===== src/rtl/txstat_pkg.sv =====
package txstat_pkg;

  // One report as delivered by the transmit datapath.
  typedef struct packed {
    logic want_irq;
    logic jabber;
    logic underrun;
    logic max_coll;
  } txs_rpt_t;

  // One stored queue entry: the report plus the overflow mark.
  typedef struct packed {
    logic want_irq;
    logic jabber;
    logic underrun;
    logic max_coll;
    logic ovf;
  } txs_ent_t;

  function automatic txs_ent_t rpt_to_ent(txs_rpt_t r);
    txs_ent_t e;
    e.want_irq = r.want_irq;
    e.jabber   = r.jabber;
    e.underrun = r.underrun;
    e.max_coll = r.max_coll;
    e.ovf      = 1'b0;
    return e;
  endfunction

  // Bit positions are fixed because host software decodes them.
  function automatic logic [7:0] ent_to_byte(txs_ent_t e);
    return {1'b1, e.want_irq, e.jabber, e.underrun, e.max_coll, e.ovf, 2'b00};
  endfunction

  function automatic logic rpt_blocks(txs_rpt_t r);
    return r.jabber | r.underrun;
  endfunction

  function automatic logic rpt_signals(txs_rpt_t r);
    return r.want_irq | r.jabber | r.underrun | r.max_coll;
  endfunction

endpackage


===== src/rtl/txstat_fifo.sv =====
module txstat_fifo
  import txstat_pkg::*;
#(
  parameter int DEPTH = 4
) (
  input  logic     clk,
  input  logic     rst_n,
  input  logic     clr_i,
  input  logic     push_i,
  input  txs_ent_t push_ent_i,
  input  logic     pop_i,
  output txs_ent_t head_o,
  output logic     empty_o,
  output logic     push_ok_o
);

  localparam int PW = (DEPTH > 1) ? $clog2(DEPTH) : 1;
  localparam int CW = $clog2(DEPTH + 1);
  localparam logic [PW-1:0] PTR_LAST = PW'(DEPTH - 1);
  localparam logic [CW-1:0] CNT_FULL = CW'(DEPTH);

  logic [PW-1:0] rd_ptr_q, rd_ptr_d;
  logic [PW-1:0] wr_ptr_q, wr_ptr_d;
  logic [PW-1:0] newest_ptr;
  logic [CW-1:0] cnt_q, cnt_d;
  logic          full, empty;
  logic          pop_ok, push_ok, mark_ovf;
  logic          ptr_en, cnt_en;
  txs_ent_t      slot_arr [DEPTH];

  function automatic logic [PW-1:0] ptr_next(logic [PW-1:0] p);
    return (p == PTR_LAST) ? '0 : p + PW'(1);
  endfunction

  function automatic logic [PW-1:0] ptr_prev(logic [PW-1:0] p);
    return (p == '0) ? PTR_LAST : p - PW'(1);
  endfunction

  assign full       = (cnt_q == CNT_FULL);
  assign empty      = (cnt_q == '0);
  assign newest_ptr = ptr_prev(wr_ptr_q);

  // Acceptance: a same-cycle pop frees the slot a full queue needs.
  assign pop_ok   = pop_i & ~empty & ~clr_i;
  assign push_ok  = push_i & ~clr_i & (~full | pop_ok);
  assign mark_ovf = push_i & ~clr_i & full & ~pop_ok;

  always_comb begin
    rd_ptr_d = rd_ptr_q;
    wr_ptr_d = wr_ptr_q;
    cnt_d    = cnt_q;
    if (clr_i) begin
      rd_ptr_d = '0;
      wr_ptr_d = '0;
      cnt_d    = '0;
    end else begin
      if (pop_ok)  rd_ptr_d = ptr_next(rd_ptr_q);
      if (push_ok) wr_ptr_d = ptr_next(wr_ptr_q);
      case ({push_ok, pop_ok})
        2'b10:   cnt_d = cnt_q + CW'(1);
        2'b01:   cnt_d = cnt_q - CW'(1);
        default: cnt_d = cnt_q;
      endcase
    end
  end

  assign ptr_en = clr_i | pop_ok | push_ok;
  assign cnt_en = clr_i | (pop_ok ^ push_ok);

  always_ff @(posedge clk or negedge rst_n) begin
    if (!rst_n) begin
      rd_ptr_q <= '0;
      wr_ptr_q <= '0;
    end else if (ptr_en) begin
      rd_ptr_q <= rd_ptr_d;
      wr_ptr_q <= wr_ptr_d;
    end
  end

  always_ff @(posedge clk or negedge rst_n) begin
    if (!rst_n)      cnt_q <= '0;
    else if (cnt_en) cnt_q <= cnt_d;
  end

  // Datapath slots: no reset, written only under their own enable.
  for (genvar gi = 0; gi < DEPTH; gi++) begin : g_slot
    logic     wr_new, set_ovf, slot_en;
    txs_ent_t slot_d, slot_q;

    assign wr_new  = push_ok  & (wr_ptr_q   == PW'(gi));
    assign set_ovf = mark_ovf & (newest_ptr == PW'(gi));
    assign slot_en = wr_new | set_ovf;

    always_comb begin
      slot_d = slot_q;
      if (wr_new)       slot_d = push_ent_i;
      else if (set_ovf) slot_d.ovf = 1'b1;
    end

    always_ff @(posedge clk) begin
      if (slot_en) slot_q <= slot_d;
    end

    assign slot_arr[gi] = slot_q;
  end

  assign head_o    = slot_arr[rd_ptr_q];
  assign empty_o   = empty;
  assign push_ok_o = push_ok;

  assert_cnt_bound_R5: assert property (@(posedge clk) disable iff (!rst_n)
    cnt_q <= CNT_FULL);

  assert_full_holds_R5: assert property (@(posedge clk) disable iff (!rst_n)
    (full && push_i && !pop_i && !clr_i) |=> (cnt_q == CNT_FULL));

  assert_pop_empty_R4: assert property (@(posedge clk) disable iff (!rst_n)
    (empty && pop_i && !push_i && !clr_i) |=> (cnt_q == '0));

  assert_clear_empties_R9: assert property (@(posedge clk) disable iff (!rst_n)
    clr_i |=> (cnt_q == '0));

endmodule


===== src/rtl/txstat_guard.sv =====
module txstat_guard
  import txstat_pkg::*;
(
  input  logic     clk,
  input  logic     rst_n,
  input  logic     clr_i,
  input  logic     rpt_valid_i,
  input  txs_rpt_t rpt_i,
  output logic     blocked_o
);

  logic blocked_q, blocked_d, blocked_en, trip;

  assign trip = rpt_valid_i & rpt_blocks(rpt_i);

  always_comb begin
    blocked_d = blocked_q;
    if (clr_i)     blocked_d = 1'b0;
    else if (trip) blocked_d = 1'b1;
  end

  assign blocked_en = clr_i | trip;

  always_ff @(posedge clk or negedge rst_n) begin
    if (!rst_n)          blocked_q <= 1'b0;
    else if (blocked_en) blocked_q <= blocked_d;
  end

  assign blocked_o = blocked_q;

  assert_block_sets_R8: assert property (@(posedge clk) disable iff (!rst_n)
    (rpt_valid_i && (rpt_i.jabber || rpt_i.underrun) && !clr_i) |=> blocked_o);

  assert_block_holds_R8: assert property (@(posedge clk) disable iff (!rst_n)
    (blocked_o && !clr_i) |=> blocked_o);

  assert_block_clears_R9: assert property (@(posedge clk) disable iff (!rst_n)
    clr_i |=> !blocked_o);

endmodule


===== src/rtl/txstat_event.sv =====
module txstat_event
  import txstat_pkg::*;
(
  input  logic     clk,
  input  logic     rst_n,
  input  logic     push_ok_i,
  input  txs_rpt_t rpt_i,
  output logic     evt_o
);

  logic evt_q, evt_d;

  always_comb evt_d = push_ok_i & rpt_signals(rpt_i);

  always_ff @(posedge clk or negedge rst_n) begin
    if (!rst_n) evt_q <= 1'b0;
    else        evt_q <= evt_d;
  end

  assign evt_o = evt_q;

  assert_evt_needs_push_R7: assert property (@(posedge clk) disable iff (!rst_n)
    evt_o |-> $past(push_ok_i));

endmodule


===== src/rtl/txstat_queue.sv =====
module txstat_queue
  import txstat_pkg::*;
#(
  parameter int DEPTH = 4
) (
  input  logic       clk,
  input  logic       rst_n,
  input  logic       cpl_valid_i,
  input  logic [3:0] cpl_flags_i,
  input  logic       host_pop_i,
  input  logic       tx_reset_i,
  output logic [7:0] stat_o,
  output logic       tx_block_o,
  output logic       cpl_evt_o
);

  logic [1:0] rst_sync_q;
  logic       rst_core_n;
  txs_rpt_t   rpt;
  txs_ent_t   head_ent;
  logic       q_empty, q_push_ok;

  // Asynchronous assertion, synchronous release.
  always_ff @(posedge clk or negedge rst_n) begin
    if (!rst_n) rst_sync_q <= 2'b00;
    else        rst_sync_q <= {rst_sync_q[0], 1'b1};
  end
  assign rst_core_n = rst_sync_q[1];

  assign rpt = txs_rpt_t'(cpl_flags_i);

  txstat_fifo #(.DEPTH(DEPTH)) u_fifo (
    .clk        (clk),
    .rst_n      (rst_core_n),
    .clr_i      (tx_reset_i),
    .push_i     (cpl_valid_i),
    .push_ent_i (rpt_to_ent(rpt)),
    .pop_i      (host_pop_i),
    .head_o     (head_ent),
    .empty_o    (q_empty),
    .push_ok_o  (q_push_ok)
  );

  txstat_guard u_guard (
    .clk         (clk),
    .rst_n       (rst_core_n),
    .clr_i       (tx_reset_i),
    .rpt_valid_i (cpl_valid_i),
    .rpt_i       (rpt),
    .blocked_o   (tx_block_o)
  );

  txstat_event u_event (
    .clk       (clk),
    .rst_n     (rst_core_n),
    .push_ok_i (q_push_ok),
    .rpt_i     (rpt),
    .evt_o     (cpl_evt_o)
  );

  assign stat_o = q_empty ? 8'h00 : ent_to_byte(head_ent);

  assert_byte_shape_R1: assert property (@(posedge clk) disable iff (!rst_core_n)
    (stat_o[1:0] == 2'b00) && ((stat_o == 8'h00) || stat_o[7]));

  assert_reset_idle_R9: assert property (@(posedge clk) disable iff (!rst_core_n)
    tx_reset_i |=> ((stat_o == 8'h00) && !tx_block_o));

endmodule


===== config.mk =====
export PLATFORM = sky130hd
export DESIGN_NAME = txstat_queue
export DESIGN_NICKNAME = d
export VERILOG_FILES = /design/src/rtl/txstat_pkg.sv /design/src/rtl/txstat_fifo.sv /design/src/rtl/txstat_guard.sv /design/src/rtl/txstat_event.sv /design/src/rtl/txstat_queue.sv
export SDC_FILE = /design/constraint.sdc
export NUM_CORES = 1
export LEC_CHECK = 0
export BUFFER_PORTS_ARGS = -buffer_cell sky130_fd_sc_hd__buf_2
export CORE_UTILIZATION = 40
export CTS_CLUSTER_DIAMETER = 200
export CTS_CLUSTER_SIZE = 10
export DETAILED_ROUTE_END_ITERATION = 10
export GPL_TIMING_DRIVEN = 0
export PLACE_DENSITY = 0.63
export SLEW_MARGIN = 20
export SYNTH_ARGS = -nofsm -noshare
export SYNTH_HDL_FRONTEND = slang
export SYNTH_HIERARCHICAL = 1
export SYNTH_SLANG_ARGS = --single-unit

===== constraint.sdc =====
create_clock -name clk -period 2.4 [get_ports clk]
set_clock_uncertainty 0.15 [all_clocks]
set_input_delay 0.12 -clock clk [delete_from_list [all_inputs] [get_ports clk]]
set_output_delay 0.12 -clock clk [all_outputs]
set_load 0.005 [all_outputs]

==> impl_metrics.toml <==
[sta]
slew_headroom_pct = 47.6
setup_viol = 0
drv_slew = 0
hold_ws_ps = 20.9
hold_violations = 0
min_period_ps = 2340
period_share_pct = 97.7
fmax_mhz = 427
worst-slew-pin-transition_ps = 781
grt_setup_unrepaired = "no"

[logic_synthesis]
synth-xor-area-share_pct = 2.23
ys_ff_latch = 31
yosys.area.top_type = "edfxtp_1"
yosys.area_share.simple_pct = 13.8
synth-seq-area-share_pct = 55.6
synth_most_common_cell = "edfxtp_1"
synth_edf_count = 20
syn_inst = 120
netlist_top_cells_area = "edfxtp_1 (38%), dfrtp_1 (17%), mux4_2 (7.2%)"
synthArstFlopShare_pct = 35.5
yosys-mux-area-fraction_pct = 7.15
ys_types = 39
ys.flop_type = "edfxtp_1"
ys_warn_count = 6
synth_top_area_share_pct = 38.2
syn_avg_cell_area_um2 = 13.1
synth-compound-area-share_pct = 9.46
synthAdderAreaFrac_pct = 6.04
synth_top_family_by_area = "simple AND/OR/NAND/NOR gates"
synth.top_cells.by_count = "edfxtp_1 (20), dfrtp_1 (11), ha_1 (6), inv_1 (6), nor2b_1 (6)"
netlist_area_um2 = 1570

[finish]
nets = 171
layout-area-overhead-vs-synth_pct = 24.2
register_area_um2 = 876
nFillCells = 325
multi_input_area_um2 = 641
drive_gt1_share_pct = 32.7
fin_util_pct = 52.6
fin_cells = 204
fin_area_um2 = 1950
diodes = 0

[place]
port_buffers = 16
dpl_cell_area_um2 = 1720
gp_congestion = 0.816
dp_cells = 186
dp.final_hpwl_um = 2130

[clocking]
path_clk_slew_ps = 70
cts_tree = "yes"
clockBufferDepth = 2
cts-root-buf = "clkbuf_8"
clock_latency_ps = 280
numClockSinks = 31
htreeDepth = 2
cts-buffers-inserted = 5

[global_routing]
grt_pass1_wl_um = 4790
grt_usage_pct = 16.1
grt_max_degree = 11
antenna_found_initial = 0
overflow = 0
grt_pass1_vias = 982

[worst_setup_path]
cp.depth = 7
critPathBufInv = 1
path_cells = "buf_6, o31ai_4, nor3_1, fa_2, or3b_2, a32oi_1, a31oi_1"
criticalPathCategory = "reg2reg"
slowest_stage = "or3b_2"
reg2reg_depth = 7
cp_top_family = "simple AND/OR/NAND/NOR gates"
r2r_slack_ps = 60
critPathCapture = "u_fifo/cnt_q[2]"
crit_fanout = 10
worstReg2RegEnd = "u_fifo/cnt_q[2]"
cp-startpoint = "u_fifo/cnt_q[1]"
cp.required_ps = 2410
crit_path_max_incr_delay_ps = 490
r2r-start = "u_fifo/cnt_q[1]"
arrival_ps = 2350
cp-start-kind = "register"
worstSetupEndpointType = "register"

[drt]
drt-vias-per-instance = 5.21
wl_per_cell_um = 15.2
drtIter0Drc = 53
drc = 0
dr_total_vias = 1063
antenna_left = 0
routed_wl_um = 3110
dr.pass1.iters = 4

[die]
dieWidth_um = 64.7
std_cell_rows = 22
die-height_um = 64.7
io_pins = 19
initial_core_util_pct = 42.4
fp.coreArea_um2 = 3720
dieArea_um2 = 4190

[power_and_ir_drop]
p_leak_nw = 0.806
pwr_density_cell_nw_per_um2 = 689
irDropWorstVdd_mv = 0.254

[status]
run_status = "complete, no violations"

[min_path]
hp-class = "reg2async"

[run]
maxCapViolations = 0
==> stage by stage <==
step / TNS [ps] / setup slack, ps / power [W]
after global placement: -92.6 / -92.6 / 0.000798
after CTS: 0 / 18.1 / 0.00135
final: 0 / 56.1 / 0.00135
after global routing: 0 / 18.9 / 0.00140
after floorplan: 0 / 35.3 / 0.000744
after detailed placement: -142 / -142 / 0.000806
==> report_power, final <==
group	total (W)	leakage [nW]	internal (W)	switching, W
clock network	0.000527	0.0612	0.000336	0.000192
logic	0.000214	0.415	0.000106	0.000108
registers	0.000606	0.330	0.000593	0.0000132
total	0.00135	0.806	0.00103	0.000313
==> cells in the final DEF (no fill, tap or decap), types with 5 or more instances in the layout <==
cell and instances:
buf_2 20, edfxtp_1 20, dfrtp_1 11, buf_4 7, dlygate4sd3_1 7, nor2b_1 6
inv_1 6, clkbuf_8 6, ha_1 6, mux4_2 5, nand2_1 5
==> flip-flops by register name (all words and copies together), names as in the netlist <==
signal,count
u_fifo/g_slot.slot_q,20
u_fifo/cnt_q,3
rst_sync_q,2
u_fifo/rd_ptr_q,2
u_fifo/wr_ptr_q,2
u_event/evt_o,1
u_guard/blocked_o,1
==> worst min-delay path by stage <==
| stage | to | depth (start not counted) |
|---|---|---|
| floorplan | rst_sync_q[0] | 0 |
| global placement | rst_sync_q[0] | 1 |
| detailed placement | rst_sync_q[0] | 1 |
| CTS | u_guard/blocked_o | 3 |
| global route | u_guard/blocked_o | 3 |
| finish | u_fifo/wr_ptr_q[0] | 0 |
==> metal layers <==
metal / GRT usage, % / share of wire (%) / vias to the layer above
met4: 7.50 / 1.4 / 0
li1: - / - / 509
met1: 17.8 / 44 / 528
met5: 0 / 0 / -
met2: 28.9 / 52 / 22
met3: 3.70 / 3.1 / 4
==> timing repair <==
| item | in CTS | in global routing |
|---|---|---|
| hold buffers | 7 | 0 |
| buffers inserted | 0 | 4 |
| endpoints found under the setup margin | 1 | 1 |
| resized for setup | 3 | 2 |
| endpoints found under the hold margin | 20 | 0 |
| pin swaps | 0 | 2 |
==> logic make-up after synthesis <==
kind of cell             count (synthesis)
AO/OA/AOI/OAI                           21
other                                    2
adder cells (fa/ha/maj)                  7
buffers and inverters                   16
AND/OR/NAND/NOR                         34
multiplexers                             5
flip-flops                              31
XOR/XNOR                                 4
==> cell type report <==
type | count | area share [%]
timing repair buffer | 27 | 9.22
inverter | 6 | 1.15
clock buffer | 6 | 4.23
buffer | 9 | 2.94
sequential | 31 | 44.8
tap | 48 | 3.07
clock inverter | 2 | 1.79
multi-input combinational | 75 | 32.8
No activity file was read; power rests on OpenSTA's default activity.
